### src/rtl/dacfe_pkg.sv
package dacfe_pkg;
  parameter int unsigned CODE_W = 14;
  localparam int unsigned N_CH  = 2;
  localparam int unsigned N_CTL = 4;
  // control line positions in the sampled vector
  localparam int unsigned IDX_WR_A  = 0;
  localparam int unsigned IDX_CLK_A = 1;
  localparam int unsigned IDX_CLK_B = 2;
  localparam int unsigned IDX_WR_B  = 3;
endpackage

### src/rtl/dacfe_edge.sv
module dacfe_edge #(
  parameter int unsigned N = 4
) (
  input  logic         clk_i,
  input  logic         rst_ni,
  input  logic [N-1:0] sig_i,
  output logic [N-1:0] rise_o
);
  logic [N-1:0] prev_q;

  always_ff @(posedge clk_i or negedge rst_ni) begin
    if (!rst_ni) prev_q <= '0;
    else         prev_q <= sig_i;
  end

  assign rise_o = sig_i & ~prev_q;
endmodule

### src/rtl/dacfe_div.sv
module dacfe_div (
  input  logic clk_i,
  input  logic rst_ni,
  input  logic en_i,
  input  logic hold_i,
  input  logic tick_i,
  output logic strobe_o
);
  logic ph_q;

  // divided edge = tick while phase is low
  assign strobe_o = en_i & ~hold_i & tick_i & ~ph_q;

  always_ff @(posedge clk_i or negedge rst_ni) begin
    if (!rst_ni)              ph_q <= 1'b0;
    else if (!en_i || hold_i) ph_q <= 1'b0;
    else if (tick_i)          ph_q <= ~ph_q;
  end
endmodule

### src/rtl/dacfe_chan.sv
module dacfe_chan #(
  parameter int unsigned W = 14
) (
  input  logic         clk_i,
  input  logic         rst_ni,
  input  logic         cap_i,
  input  logic [W-1:0] din_i,
  input  logic         load_i,
  output logic [W-1:0] code_o,
  output logic         upd_o
);
  logic [W-1:0] in_q;
  logic [W-1:0] hold_q;
  logic         upd_q;

  always_ff @(posedge clk_i or negedge rst_ni) begin
    if (!rst_ni) begin
      in_q   <= '0;
      hold_q <= '0;
      upd_q  <= 1'b0;
    end else begin
      if (cap_i)  in_q   <= din_i;
      if (load_i) hold_q <= in_q;  // old word on coincident edges
      upd_q <= load_i;
    end
  end

  assign code_o = hold_q;
  assign upd_o  = upd_q;
endmodule

### src/rtl/dacfe_top.sv
module dacfe_top
  import dacfe_pkg::*;
#(
  parameter int unsigned CodeW = CODE_W
) (
  input  logic             clk_i,
  input  logic             rst_ni,
  input  logic             mode_dual_i,
  input  logic [CodeW-1:0] a_data_i,
  input  logic [CodeW-1:0] b_data_i,
  input  logic             ctl_wr_a_i,
  input  logic             ctl_clk_a_i,
  input  logic             ctl_clk_b_i,
  input  logic             ctl_wr_b_i,
  output logic [CodeW-1:0] code_a_o,
  output logic [CodeW-1:0] code_b_o,
  output logic             upd_a_o,
  output logic             upd_b_o
);
  logic [N_CTL-1:0] ctl;
  logic [N_CTL-1:0] rise;
  logic             ilv_load;
  logic             ilv_sel;
  logic             ilv_rst;

  logic [CodeW-1:0] dual_din [N_CH];
  logic [CodeW-1:0] code     [N_CH];
  logic [N_CH-1:0]  upd;

  assign ctl[IDX_WR_A]  = ctl_wr_a_i;
  assign ctl[IDX_CLK_A] = ctl_clk_a_i;
  assign ctl[IDX_CLK_B] = ctl_clk_b_i;
  assign ctl[IDX_WR_B]  = ctl_wr_b_i;

  assign ilv_sel = ctl_wr_b_i;
  assign ilv_rst = ctl_clk_b_i;

  assign dual_din[0] = a_data_i;
  assign dual_din[1] = b_data_i;

  dacfe_edge #(.N(N_CTL)) u_edge (
    .clk_i  (clk_i),
    .rst_ni (rst_ni),
    .sig_i  (ctl),
    .rise_o (rise)
  );

  dacfe_div u_div (
    .clk_i    (clk_i),
    .rst_ni   (rst_ni),
    .en_i     (~mode_dual_i),
    .hold_i   (ilv_rst),
    .tick_i   (rise[IDX_CLK_A]),
    .strobe_o (ilv_load)
  );

  for (genvar c = 0; c < N_CH; c++) begin : g_ch
    localparam int unsigned WrI  = (c == 0) ? IDX_WR_A : IDX_WR_B;
    localparam int unsigned ClkI = (c == 0) ? IDX_CLK_A : IDX_CLK_B;
    localparam logic        SelV = (c == 0);

    logic             cap;
    logic             load;
    logic [CodeW-1:0] din;

    assign cap  = mode_dual_i ? rise[WrI]
                              : (rise[IDX_WR_A] & (ilv_sel == SelV));
    assign din  = mode_dual_i ? dual_din[c] : a_data_i;
    assign load = mode_dual_i ? rise[ClkI] : ilv_load;

    dacfe_chan #(.W(CodeW)) u_chan (
      .clk_i  (clk_i),
      .rst_ni (rst_ni),
      .cap_i  (cap),
      .din_i  (din),
      .load_i (load),
      .code_o (code[c]),
      .upd_o  (upd[c])
    );
  end

  assign code_a_o = code[0];
  assign code_b_o = code[1];
  assign upd_a_o  = upd[0];
  assign upd_b_o  = upd[1];
endmodule

### config.mk
export PLATFORM = sky130hd
export DESIGN_NAME = dacfe_top
export DESIGN_NICKNAME = d
export VERILOG_FILES = /design/src/rtl/dacfe_pkg.sv /design/src/rtl/dacfe_edge.sv /design/src/rtl/dacfe_div.sv /design/src/rtl/dacfe_chan.sv /design/src/rtl/dacfe_top.sv
export SDC_FILE = /design/constraint.sdc
export NUM_CORES = 1
export LEC_CHECK = 0
export BUFFER_PORTS_ARGS = -buffer_cell sky130_fd_sc_hd__buf_2
export CORE_MARGIN = 2
export CORE_UTILIZATION = 52
export DETAILED_ROUTE_END_ITERATION = 10
export PLACE_DENSITY_LB_ADDON = 0.2
export SLEW_MARGIN = 10
export SYNTH_ARGS = -nofsm -noshare
export SYNTH_HDL_FRONTEND = slang
export SYNTH_SLANG_ARGS = --single-unit
### constraint.sdc
create_clock -name clk_i -period 1.89 [get_ports clk_i]
set_input_delay 0.378 -clock clk_i [delete_from_list [all_inputs] [get_ports clk_i]]
set_output_delay 0.378 -clock clk_i [all_outputs]
set_load 0.005 [all_outputs]
==> flow_summary.rst <==
.. list-table::
   :header-rows: 1

   * - Metric
     - Value
   * - Antenna violations before repair
     - 0
   * - Max-slew violation count
     - 0
   * - Cts hold-fix bufs
     - 0
   * - Netlist area before placement
     - roughly 2600 um2
   * - Fraction of the cycle the final worst path needs
     - 80.1%
   * - Average wire length per cell after detail routing
     - around 16 um
   * - Max FO, Critical Path
     - 14
   * - Worst IR drop on VDD
     - 0.774 mV
   * - Arrival time at the worst endpoint
     - 1.72 ns
   * - Achievable clock frequency
     - around 0.66 GHz
   * - Starting utilization of the core area
     - 54.3%
   * - Result of the run
     - completed
   * - Clock insertion delay at the later pin of the skew report
     - approximately 0.32 ns
   * - Routed vias
     - 1518
   * - Reg-to-reg critical path startpoint
     - u_edge.prev_q[0]$_DFF_PN0_
   * - Global-route wire length before repair
     - between 7000 and 8000 um
   * - Launch point of the worst path
     - u_edge.prev_q[0]$_DFF_PN0_
   * - Overflow after GRT
     - 0
   * - CP Launch Type
     - flop
   * - Min Clock Period, post-route
     - roughly 1.5 ns
   * - Area of all sequential standard cells
     - 1580 um2
   * - Part of the power in the clock network
     - between 20% and 30%
   * - Part of the Yosys area used for sequential elements
     - 60.6%
   * - Maximum buffer depth of the clock tree
     - 2
   * - Top-area cell type share of the netlist area
     - 60.6%
   * - Finish-stage setup viols
     - 0
   * - Most common cell after layout, fill and taps aside
     - sky130_fd_sc_hd__buf_2
   * - Synth warnings
     - 0
   * - Placed wire-length estimate
     - 3520 um
   * - Final-layout fill cell count
     - 379
   * - CP Data Required Time
     - around 2.1 ns
   * - Cell types with the largest area share after synthesis
     - sky130_fd_sc_hd__dfrtp_1, sky130_fd_sc_hd__mux2_2, sky130_fd_sc_hd__mux2_4
   * - Seq cells post-synth
     - 63
   * - Commonest non-fill, non-tap cells in the layout
     - sky130_fd_sc_hd__buf_2, sky130_fd_sc_hd__dfrtp_1, sky130_fd_sc_hd__mux2_2, sky130_fd_sc_hd__clkbuf_8, sky130_fd_sc_hd__mux2_4
   * - Worst hold-check slack
     - 0.0477 ns
   * - Dominant cell type by area after synthesis
     - sky130_fd_sc_hd__dfrtp_1
   * - Placement Rows
     - 25
   * - # clock sinks
     - 63
   * - Slew headroom
     - between 70% and 80%
   * - Number of global-route vias before repair
     - roughly 1600
   * - Pwr Density
     - ~1100 nW/um2
   * - Internal portion of total power
     - between 2 and 3 mW
   * - Worst-case clock skew
     - 0.00444 ns
   * - Final net count
     - 264
   * - Net switching power
     - 916 uW
   * - Number of remaining DRC errors
     - 0
   * - Number of port buffers
     - 64
   * - Least-Margin Pin Slew
     - 0.404 ns
   * - Clk root buf
     - sky130_fd_sc_hd__clkbuf_8
   * - Number of search-and-repair iterations in the first detailed-routing pass
     - 4
   * - Die H
     - around 75 um
   * - Final Routed Wirelength
     - 4890 um
   * - Share of cells above drive strength 1
     - 68.1%
   * - Die outline width
     - 74.7 um
   * - CTS tree
     - yes
   * - Vias/cell
     - around 5.1
   * - Number of buffers added for setup after CTS
     - 0
   * - Clock buffers created by TritonCTS
     - 9
   * - Static leakage
     - 1.51 nW
   * - Multi-input combinational cell area
     - between 900 and 1000 um2
   * - Die outline area
     - 5580 um2
   * - Post-CTS Resized
     - 0
   * - Setup repair after global routing missed its margin
     - no
   * - Class of the tightest hold or removal check
     - in2async
   * - Final number of hold-violating endpoints
     - 0
   * - Maximum number of pins on one net before global-route repair
     - 64
   * - Post-synthesis instance total
     - 154
   * - Fraction of power consumed by sequential logic
     - approximately 51%
   * - Combinational share of power
     - 21.4%
   * - Number of nets still failing antenna checks after routing
     - 0
   * - Final sum of negative setup slack
     - 0 ns
   * - Core ar.
     - between 4000 and 5000 um2
   * - Max-Cap Viols
     - 0
   * - Post-synthesis to final-layout area growth
     - 21.8%
   * - Last weighted congestion value of the routability-driven placer
     - 0.679
   * - Global-route total usage across every layer
     - approximately a fifth
   * - Clock-pin slew reported for the worst setup and hold paths after clock tree synthesis
     - ~0.060 ns
   * - Net switching fraction of the power
     - 25.3%
   * - Number of library cell types mapped by synthesis
     - 19
   * - Number of placed I/O pins
     - 65
   * - Number of diodes added for antenna fixing
     - 0
   * - Worst setup path category
     - reg2reg
   * - Detailed router's first-iteration violation count
     - just under 50
   * - # H-tree levels
     - 3
   * - Net count after synthesis
     - 189
   * - Average cell area after synthesis
     - 16.9 um2
   * - Nature of the critical path endpoint
     - flop
[power groups by stage]
stage | registers, mW | logic (mW) | clock network (mW)
global placement | 1.85 | 0.762 | 0
global route | 1.90 | 0.851 | 1.07
finish | 1.86 | 0.775 | 0.995
floorplan | 1.86 | 0.427 | 0
CTS | 1.86 | 0.794 | 1.02
detailed placement | 1.88 | 0.790 | 0
[area by class of cell]
class / instances / area share, %
flip-flops and latches: 63 / 49.8
multi-input cells: 82 / 29.7
repair buffers: 70 / 12.3
clock buffers: 13 / 5.02
well taps: 67 / 2.65
inverters: 3 / 0.356
clock inverters: 1 / 0.158
[layer usage]
layer | track usage [%] | vias up | part of all wire [%]
li1 | - | 695 | -
met1 | 24.5 | 776 | 43
met2 | 32.6 | 41 | 51
met3 | 3.75 | 6 | 4.2
met4 | 10.7 | 0 | 1.4
met5 | 0 | - | 0
[metrics by stage]
step	instances	util [%]	worst slack, ns	total power, mW	cell area, um2
floorplan	154	-	0.432	2.29	2600
global placement	285	62.7	0.231	2.62	3000
detailed placement	285	62.7	0.155	2.67	3000
CTS	299	66.1	0.356	3.67	3170
global route	299	66.1	0.316	3.82	3170
finish	299	66.1	0.376	3.63	3170
[logic make-up (layout without fill, tap and decap cells)]
group           after synthesis  count (layout)  synth area share (%)
simple gates                  8               8                  2.21
buf+inv                       9              87                  3.22
flops                        63              63                  60.6
mux                          70              70                  31.6
xor+xnor                      1               1                 0.337
compound gates                3               3                  1.97
[state kept, by name (all words and copies together), names as in the netlist]
register / cells
g_ch.u_chan.code_o: 28
g_ch.u_chan.in_q: 28
u_edge.prev_q: 4
g_ch.u_chan.upd_o: 2
u_div.ph_q: 1
[worst paths after layout]
path,end,slack (ns),cells past startpoint
min reg2reg,g_ch[0].u_chan.code_o[2]$_DFFE_PN0P_,0.50,1
min in group clk_i,u_edge.prev_q[1]$_DFF_PN0_,0.17,1
max reg2reg,g_ch[1].u_chan.in_q[9]$_DFFE_PN0P_,0.38,4
min,g_ch[1].u_chan.code_o[6]$_DFFE_PN0P_,0.05,2
max in group asynchronous,g_ch[0].u_chan.code_o[9]$_DFFE_PN0P_,1.57,2
max,g_ch[1].u_chan.in_q[9]$_DFFE_PN0P_,0.38,4
[worst max-delay path: stages (launching register included)]
cell and delay (ns):
sky130_fd_sc_hd__dfrtp_1 0.36, sky130_fd_sc_hd__nand2b_1 0.22, sky130_fd_sc_hd__o31ai_4 0.18, sky130_fd_sc_hd__buf_4 0.27, sky130_fd_sc_hd__mux2_2 0.36
[Yosys cell counts]
cell / number
sky130_fd_sc_hd__dfrtp_1: 63
sky130_fd_sc_hd__mux2_2: 61
sky130_fd_sc_hd__mux2_4: 9
sky130_fd_sc_hd__buf_6: 4
sky130_fd_sc_hd__inv_1: 2
sky130_fd_sc_hd__nor2_1: 2
sky130_fd_sc_hd__a31oi_4: 1
sky130_fd_sc_hd__and2b_1: 1
sky130_fd_sc_hd__and3b_1: 1
sky130_fd_sc_hd__buf_12: 1
sky130_fd_sc_hd__buf_4: 1
sky130_fd_sc_hd__inv_2: 1
sky130_fd_sc_hd__nand2b_1: 1
sky130_fd_sc_hd__nand3b_2: 1
sky130_fd_sc_hd__nor2_4: 1
sky130_fd_sc_hd__nor3_1: 1
sky130_fd_sc_hd__o21ai_2: 1
sky130_fd_sc_hd__o31ai_4: 1
sky130_fd_sc_hd__xnor2_1: 1
Note: power is estimated with default switching activity, not from simulation.
